File: config.mk
export PLATFORM = sky130hd
export DESIGN_NAME = dual_switch_ctrl
export DESIGN_NICKNAME = d
export VERILOG_FILES = /design/src/rtl/swc_pkg.sv /design/src/rtl/swc_sync.sv /design/src/rtl/swc_regs.sv /design/src/rtl/swc_chan.sv /design/src/rtl/dual_switch_ctrl.sv
export SDC_FILE = /design/constraint.sdc
export NUM_CORES = 1
export LEC_CHECK = 0
export ABC_CLOCK_PERIOD_IN_PS = 1300
export BUFFER_PORTS_ARGS = -buffer_cell sky130_fd_sc_hd__buf_4
export CAP_MARGIN = 10
export CORE_MARGIN = 4
export CORE_UTILIZATION = 44
export DETAILED_ROUTE_END_ITERATION = 16
export PLACE_DENSITY = 0.86
export SLEW_MARGIN = 20
export SYNTH_ARGS = -nofsm -noshare
export SYNTH_HDL_FRONTEND = slang
export SYNTH_SLANG_ARGS = --single-unit
File: constraint.sdc
create_clock -name clk_i -period 1.3 [get_ports clk_i]
set_input_delay 0.065 -clock clk_i [delete_from_list [all_inputs] [get_ports clk_i]]
set_output_delay 0.065 -clock clk_i [all_outputs]
set_load 0.01 [all_outputs]
File: src/rtl/swc_pkg.sv
`timescale 1ns/1ps
package swc_pkg;
  typedef enum logic [1:0] {
    TOPO_OFF = 2'b00,
    TOPO_LS  = 2'b01,
    TOPO_HS  = 2'b10,
    TOPO_PP  = 2'b11
  } topo_e;

  localparam logic [7:0] ADR_CTRL = 8'h00;
  localparam logic [7:0] ADR_TOPO = 8'h01;
  localparam logic [7:0] ADR_EN   = 8'h02;
  localparam logic [7:0] ADR_INV  = 8'h03;

  localparam int SEL_LSB  = 4;
  localparam int DATA_LSB = 0;
  localparam int TOPO_LSB = 4;
  localparam int EN_LSB   = 0;
  localparam int INV_LSB  = 4;
endpackage

File: src/rtl/swc_sync.sv
`timescale 1ns/1ps
module swc_sync #(
  parameter int WIDTH = 2
) (
  input  logic             clk_i,
  input  logic             rst_ni,
  input  logic [WIDTH-1:0] d_i,
  output logic [WIDTH-1:0] q_o
);
  logic [WIDTH-1:0] meta_q, sync_q;

  always_ff @(posedge clk_i or negedge rst_ni) begin
    if (!rst_ni) begin
      meta_q <= '0;
      sync_q <= '0;
    end else begin
      meta_q <= d_i;
      sync_q <= meta_q;
    end
  end

  assign q_o = sync_q;
endmodule

File: src/rtl/swc_regs.sv
`timescale 1ns/1ps
module swc_regs
  import swc_pkg::*;
#(
  parameter int NUM_CH = 2,
  parameter int ADDR_W = 8,
  parameter int DATA_W = 8,
  parameter logic [NUM_CH-1:0] SEL_RST = NUM_CH'(1)
) (
  input  logic                   clk_i,
  input  logic                   rst_ni,
  input  logic [ADDR_W-1:0]      addr_i,
  input  logic [DATA_W-1:0]      wdata_i,
  input  logic                   we_i,
  output logic [DATA_W-1:0]      rdata_o,
  output logic [NUM_CH-1:0]      sel_o,
  output logic [NUM_CH-1:0]      dat_o,
  output logic [NUM_CH-1:0]      en_o,
  output logic [NUM_CH-1:0]      inv_o,
  output logic [NUM_CH-1:0][1:0] topo_o
);
  localparam logic [ADDR_W-1:0] A_CTRL = ADDR_W'(ADR_CTRL);
  localparam logic [ADDR_W-1:0] A_TOPO = ADDR_W'(ADR_TOPO);
  localparam logic [ADDR_W-1:0] A_EN   = ADDR_W'(ADR_EN);
  localparam logic [ADDR_W-1:0] A_INV  = ADDR_W'(ADR_INV);

  logic [NUM_CH-1:0]      sel_q, dat_q, en_q, inv_q;
  logic [NUM_CH-1:0][1:0] topo_q;

  always_ff @(posedge clk_i or negedge rst_ni) begin
    if (!rst_ni) begin
      sel_q  <= SEL_RST;
      dat_q  <= '0;
      en_q   <= '0;
      inv_q  <= '0;
      topo_q <= {NUM_CH{TOPO_PP}};
    end else if (we_i) begin
      unique case (addr_i)
        A_CTRL: begin
          sel_q <= wdata_i[SEL_LSB +: NUM_CH];
          dat_q <= wdata_i[DATA_LSB +: NUM_CH];
        end
        A_TOPO: begin
          for (int c = 0; c < NUM_CH; c++)
            topo_q[c] <= wdata_i[TOPO_LSB + 2*c +: 2];
        end
        A_EN:  en_q  <= wdata_i[EN_LSB +: NUM_CH];
        A_INV: inv_q <= wdata_i[INV_LSB +: NUM_CH];
        default: ;
      endcase
    end
  end

  always_comb begin
    rdata_o = '0;
    unique case (addr_i)
      A_CTRL: begin
        rdata_o[SEL_LSB +: NUM_CH]  = sel_q;
        rdata_o[DATA_LSB +: NUM_CH] = dat_q;
      end
      A_TOPO: begin
        for (int c = 0; c < NUM_CH; c++)
          rdata_o[TOPO_LSB + 2*c +: 2] = topo_q[c];
      end
      A_EN:  rdata_o[EN_LSB +: NUM_CH]  = en_q;
      A_INV: rdata_o[INV_LSB +: NUM_CH] = inv_q;
      default: ;
    endcase
  end

  logic unused_wdata;
  assign unused_wdata = ^wdata_i;

  assign sel_o  = sel_q;
  assign dat_o  = dat_q;
  assign en_o   = en_q;
  assign inv_o  = inv_q;
  assign topo_o = topo_q;
endmodule

File: src/rtl/swc_chan.sv
`timescale 1ns/1ps
module swc_chan
  import swc_pkg::*;
(
  input  logic       clk_i,
  input  logic       rst_ni,
  input  logic       en_i,
  input  logic       data_i,
  input  logic [1:0] topo_i,
  output logic       hs_o,
  output logic       ls_o
);
  logic hs_d, ls_d, hs_q, ls_q;

  always_comb begin
    hs_d = 1'b0;
    ls_d = 1'b0;
    if (en_i) begin
      unique case (topo_e'(topo_i))
        TOPO_PP: begin hs_d = data_i; ls_d = ~data_i; end
        TOPO_HS: hs_d = data_i;
        TOPO_LS: ls_d = data_i;
        default: ;
      endcase
    end
  end

  always_ff @(posedge clk_i or negedge rst_ni) begin
    if (!rst_ni) begin
      hs_q <= 1'b0;
      ls_q <= 1'b0;
    end else begin
      hs_q <= hs_d;
      ls_q <= ls_d;
    end
  end

  assign hs_o = hs_q;
  assign ls_o = ls_q;
endmodule

File: src/rtl/dual_switch_ctrl.sv
`timescale 1ns/1ps
module dual_switch_ctrl #(
  parameter int NUM_CH = 2,
  parameter int ADDR_W = 8,
  parameter int DATA_W = 8
) (
  input  logic              clk_i,
  input  logic              rst_ni,
  input  logic [ADDR_W-1:0] addr_i,
  input  logic [DATA_W-1:0] wdata_i,
  input  logic              we_i,
  output logic [DATA_W-1:0] rdata_o,
  input  logic              tx_i,
  input  logic              oen_i,
  output logic [NUM_CH-1:0] hs_o,
  output logic [NUM_CH-1:0] ls_o
);
  logic [NUM_CH-1:0]      sel_q, dat_q, oen_q, inv_q;
  logic [NUM_CH-1:0][1:0] topo_q;
  logic [1:0]             pins_s;
  logic                   tx_s, oen_s;
  logic                   common_gate;

  swc_regs #(
    .NUM_CH(NUM_CH), .ADDR_W(ADDR_W), .DATA_W(DATA_W)
  ) u_regs (
    .clk_i(clk_i), .rst_ni(rst_ni), .addr_i(addr_i), .wdata_i(wdata_i),
    .we_i(we_i), .rdata_o(rdata_o), .sel_o(sel_q), .dat_o(dat_q),
    .en_o(oen_q), .inv_o(inv_q), .topo_o(topo_q)
  );

  swc_sync #(.WIDTH(2)) u_sync (
    .clk_i(clk_i), .rst_ni(rst_ni), .d_i({oen_i, tx_i}), .q_o(pins_s)
  );
  assign tx_s  = pins_s[0];
  assign oen_s = pins_s[1];

  // all-register mode gates every channel with the pin, like all-pin mode
  assign common_gate = (sel_q == '0);

  for (genvar c = 0; c < NUM_CH; c++) begin : g_ch
    logic pin_gated, en, data;
    assign pin_gated = sel_q[c] | common_gate;
    assign en        = oen_q[c] & (~pin_gated | oen_s);
    assign data      = (sel_q[c] ? tx_s : dat_q[c]) ^ inv_q[c];

    swc_chan u_chan (
      .clk_i(clk_i), .rst_ni(rst_ni), .en_i(en), .data_i(data),
      .topo_i(topo_q[c]), .hs_o(hs_o[c]), .ls_o(ls_o[c])
    );
  end
endmodule

==> results.md <==
• 1005 sq um — Post-Syn Area
• 55.79 um — floorplan die width
• 28 — quantity of I/O buffers inserted on ports
• 1 — number of H-tree branching levels
• 1310 ps — data arrival time of the worst path
• g_ch[0].u_chan.ls_o — critical register-to-register path endpoint
• wdata_i[5] — critical hold path startpoint
• 41.59% — Area growth, synth to finish
• 17.45 ps — final hold slack
• 4.824 — via density per instance
• 17 — Cell Rows
• 0.8665 mV — Max IR drop VDD
• 142 — Final Net Count
• sky130_fd_sc_hd__buf_4 — most frequent standard cell in the layout excluding fill and tap cells
• 78 — number of cells produced by synthesis
• 714 — detailed-route via count
• sky130_fd_sc_hd__buf_4, sky130_fd_sc_hd__dfrtp_1, sky130_fd_sc_hd__mux2_2, sky130_fd_sc_hd__dlygate4sd3_1 — most frequent cells in the layout
• 13.99 um — WL per Instance
• 0.1381 — Global Route Usage Sum
• 21 — number of unique standard cell types used by synthesis
• 742 — number of global-route vias before repair
• 4 — iteration count of the initial detailed-routing pass
• 0 — ANT cells
• 3112 sq um — floorplan die area
• 6 — First DRT Iteration DRCs
• done — clock tree from TritonCTS
• 12.88 sq um — mean area per synthesized cell
• 0.2077 — switching power share of the total
• 0 — max-cap check violation count
• 120 ps — clock slew at reported path FFs
• 0.5667 — fraction of final layout cells sized beyond drive strength 1
• 0.2838 mW — net switching power
• 1.058 — period utilisation layout
• complete, but fails checks — outcome
• 7.264 ps — worst-case clock skew
• u_regs.inv_o[1] — endpoint of the worst hold path
• 0 — Synthesis Warnings
• 1.560 mm — DPL Wire Length
• 300 ps — Clk Latency, worst-skew pair
• 1.083 mW — Internal
• u_regs.sel_o[0] — startpoint of the most critical register-to-register path
• 0.7272 GHz — maximum clock rate
• 3 — cts bufs inserted
• 2.071 mm — Detailed Route WL
• 1240 ps — critical path data required time
• 20 — number of storage elements in the synthesis netlist
• 2 — highest net fanout along the worst path
• 33 — top-level port count
• 21 — maximum number of pins on one net before global-route repair
• 0 — remaining global-route overflow
• setup timing — failing checks
• 0 — Hold Violations, Final
• 0 — remaining design rule violation count
• 2 — Hold Path Stages
• 0 — number of antenna violations at the first check in global routing
• 55.79 um — Die Y-Extent
• 3.429 mm — first-pass GRT wire length
• 2191 sq um — area of the placeable core
• 0 ps — worst reg2reg setup slack
• yes — RSZ-0062 raised after global routing
• 2 — number of endpoints failing setup at the final stage
• 960.4 nW/um^2 — power per standard cell area
• 3 — length in cells of the worst reg-to-reg path
• 2 — CTS Buffer Depth
• 20 — # clock sinks
• -75.12 ps — worst setup slack after layout
• 1375 ps — time the worst path needs with I/O delays and setup
• flip-flop — Worst setup SP type
• output port — Setup crit end kind
• in2reg — Hold Path Class
• 0.7126 nW — leakage dissipation
• 0 — final-report max-slew violation count
• 0.142 — share of power burned in combinational logic
• -143.7 ps — setup tns final
• 0.8469 — gpl congestion
• 0 — post-route ant nets
• 0.4586 — initial core utilization
• 0.368 — Clock Power Share
• 0.491 — sequential cell fraction of total power
• 0.5044 — share of synthesized area occupied by flip-flops and latches
• reg2out — Setup CP Type
• sky130_fd_sc_hd__clkbuf_4 — CTS Root Buffer Type
-- power groups by stage --
stage	combinational [mW]	clock (mW)	sequential [mW]
6_report	0.193	0.502	0.671
5_1_grt	0.210	0.537	0.674
4_1_cts	0.184	0.509	0.670
3_5_place_dp	0.155	0	0.684
3_3_place_gp	0.147	0	0.682
2_1_floorplan	0.0762	0	0.679
-- through the flow --
stage	std cells	utilization	setup WS (ps)	area (sq um)	total power, mW
2_1_floorplan	79	-	11.44	1012	0.7548
3_3_place_gp	132	0.5648	30.24	1237	0.8285
3_5_place_dp	132	0.5648	-25.82	1237	0.8388
4_1_cts	145	0.6328	-84.78	1386	1.363
5_1_grt	148	0.6493	-138.6	1423	1.420
6_report	148	0.6493	-75.12	1423	1.366
-- sequential cells by signal, indices dropped and copies added (netlist names) --
signal            flops
u_sync.meta_q         2
u_regs.dat_o          2
u_regs.topo_o         4
u_regs.en_o           2
u_regs.inv_o          2
g_ch.u_chan.ls_o      2
g_ch.u_chan.hs_o      2
u_sync.q_o            2
u_regs.sel_o          2
-- cells in the mapped netlist --
cell type                  number  area [sq um]
sky130_fd_sc_hd__nor2b_1        3         18.77
sky130_fd_sc_hd__mux2i_1        4         40.04
sky130_fd_sc_hd__dfrtp_1       15         375.4
sky130_fd_sc_hd__and3_1         5         31.28
sky130_fd_sc_hd__o21a_1         2         15.01
sky130_fd_sc_hd__mux2_2        14         157.7
sky130_fd_sc_hd__conb_1         1         3.750
sky130_fd_sc_hd__buf_4          6         45.04
sky130_fd_sc_hd__xnor3_1        2         45.04
sky130_fd_sc_hd__nand4b_1       1         8.760
sky130_fd_sc_hd__nor3_1         3         15.01
sky130_fd_sc_hd__and2_1         2         12.51
sky130_fd_sc_hd__xnor2_1        2         17.52
sky130_fd_sc_hd__buf_2          1         5.000
sky130_fd_sc_hd__and3_2         2         15.01
sky130_fd_sc_hd__nor4_4         1         21.27
sky130_fd_sc_hd__a22oi_1        2         15.01
sky130_fd_sc_hd__nand2_1        1         3.750
sky130_fd_sc_hd__dfstp_2        5         131.4
sky130_fd_sc_hd__nor2_1         4         15.01
sky130_fd_sc_hd__nand4_1        2         12.51
-- critical path, cell delays in order, from the launching register on --
cell	delay, ps
sky130_fd_sc_hd__dfrtp_1	400
sky130_fd_sc_hd__mux2_4	260
sky130_fd_sc_hd__a22oi_2	150
sky130_fd_sc_hd__nor2_1	50
sky130_fd_sc_hd__buf_4	140
-- area by class of cell --
class | count | area (sq um)
clock buffers | 3 | 22.52
clock inverters | 1 | 30.03
fillers | 155 | 768.2
multi-input cells | 52 | 480.5
flip-flops and latches | 20 | 506.7
well taps | 28 | 35.03
repair buffers | 44 | 347.8
-- cells by family after synthesis --
| group | Yosys count | synth area share |
|---|---|---|
| buf+inv | 7 | 0.04981 |
| flops | 20 | 0.5044 |
| xor+xnor | 4 | 0.06227 |
| mux | 18 | 0.1968 |
| other cells | 1 | 0.003732 |
| compound gates | 4 | 0.02988 |
| simple gates | 24 | 0.1532 |
-- routing by layer --
layer	wire length (um)	track usage
met1	882	0.1716
met5	0	0
met3	94	0.03480
met4	0	0.02083
met2	1093	0.2449
-- worst max-delay path by stage --
stage | startpoint | to | slack (ps) | depth (start not counted)
finish | u_regs.inv_o[1] | rdata_o[5] | -80 | 4
global route | u_regs.inv_o[0] | rdata_o[4] | -140 | 4
CTS | u_regs.inv_o[1] | rdata_o[5] | -80 | 4
detailed placement | addr_i[3] | u_regs.sel_o[1] | -30 | 4
global placement | u_regs.sel_o[0] | g_ch[0].u_chan.ls_o | 30 | 3
floorplan | u_regs.sel_o[0] | g_ch[0].u_chan.ls_o | 10 | 3
-- what timing repair did --
item,in CTS,in global routing
hold endpoints to repair,26,1
resized for setup,3,2
buffers inserted,3,2
pin swaps,2,2
setup endpoints to repair,3,6
hold buffers,6,1
Note: power is estimated with default switching activity, not from simulation.
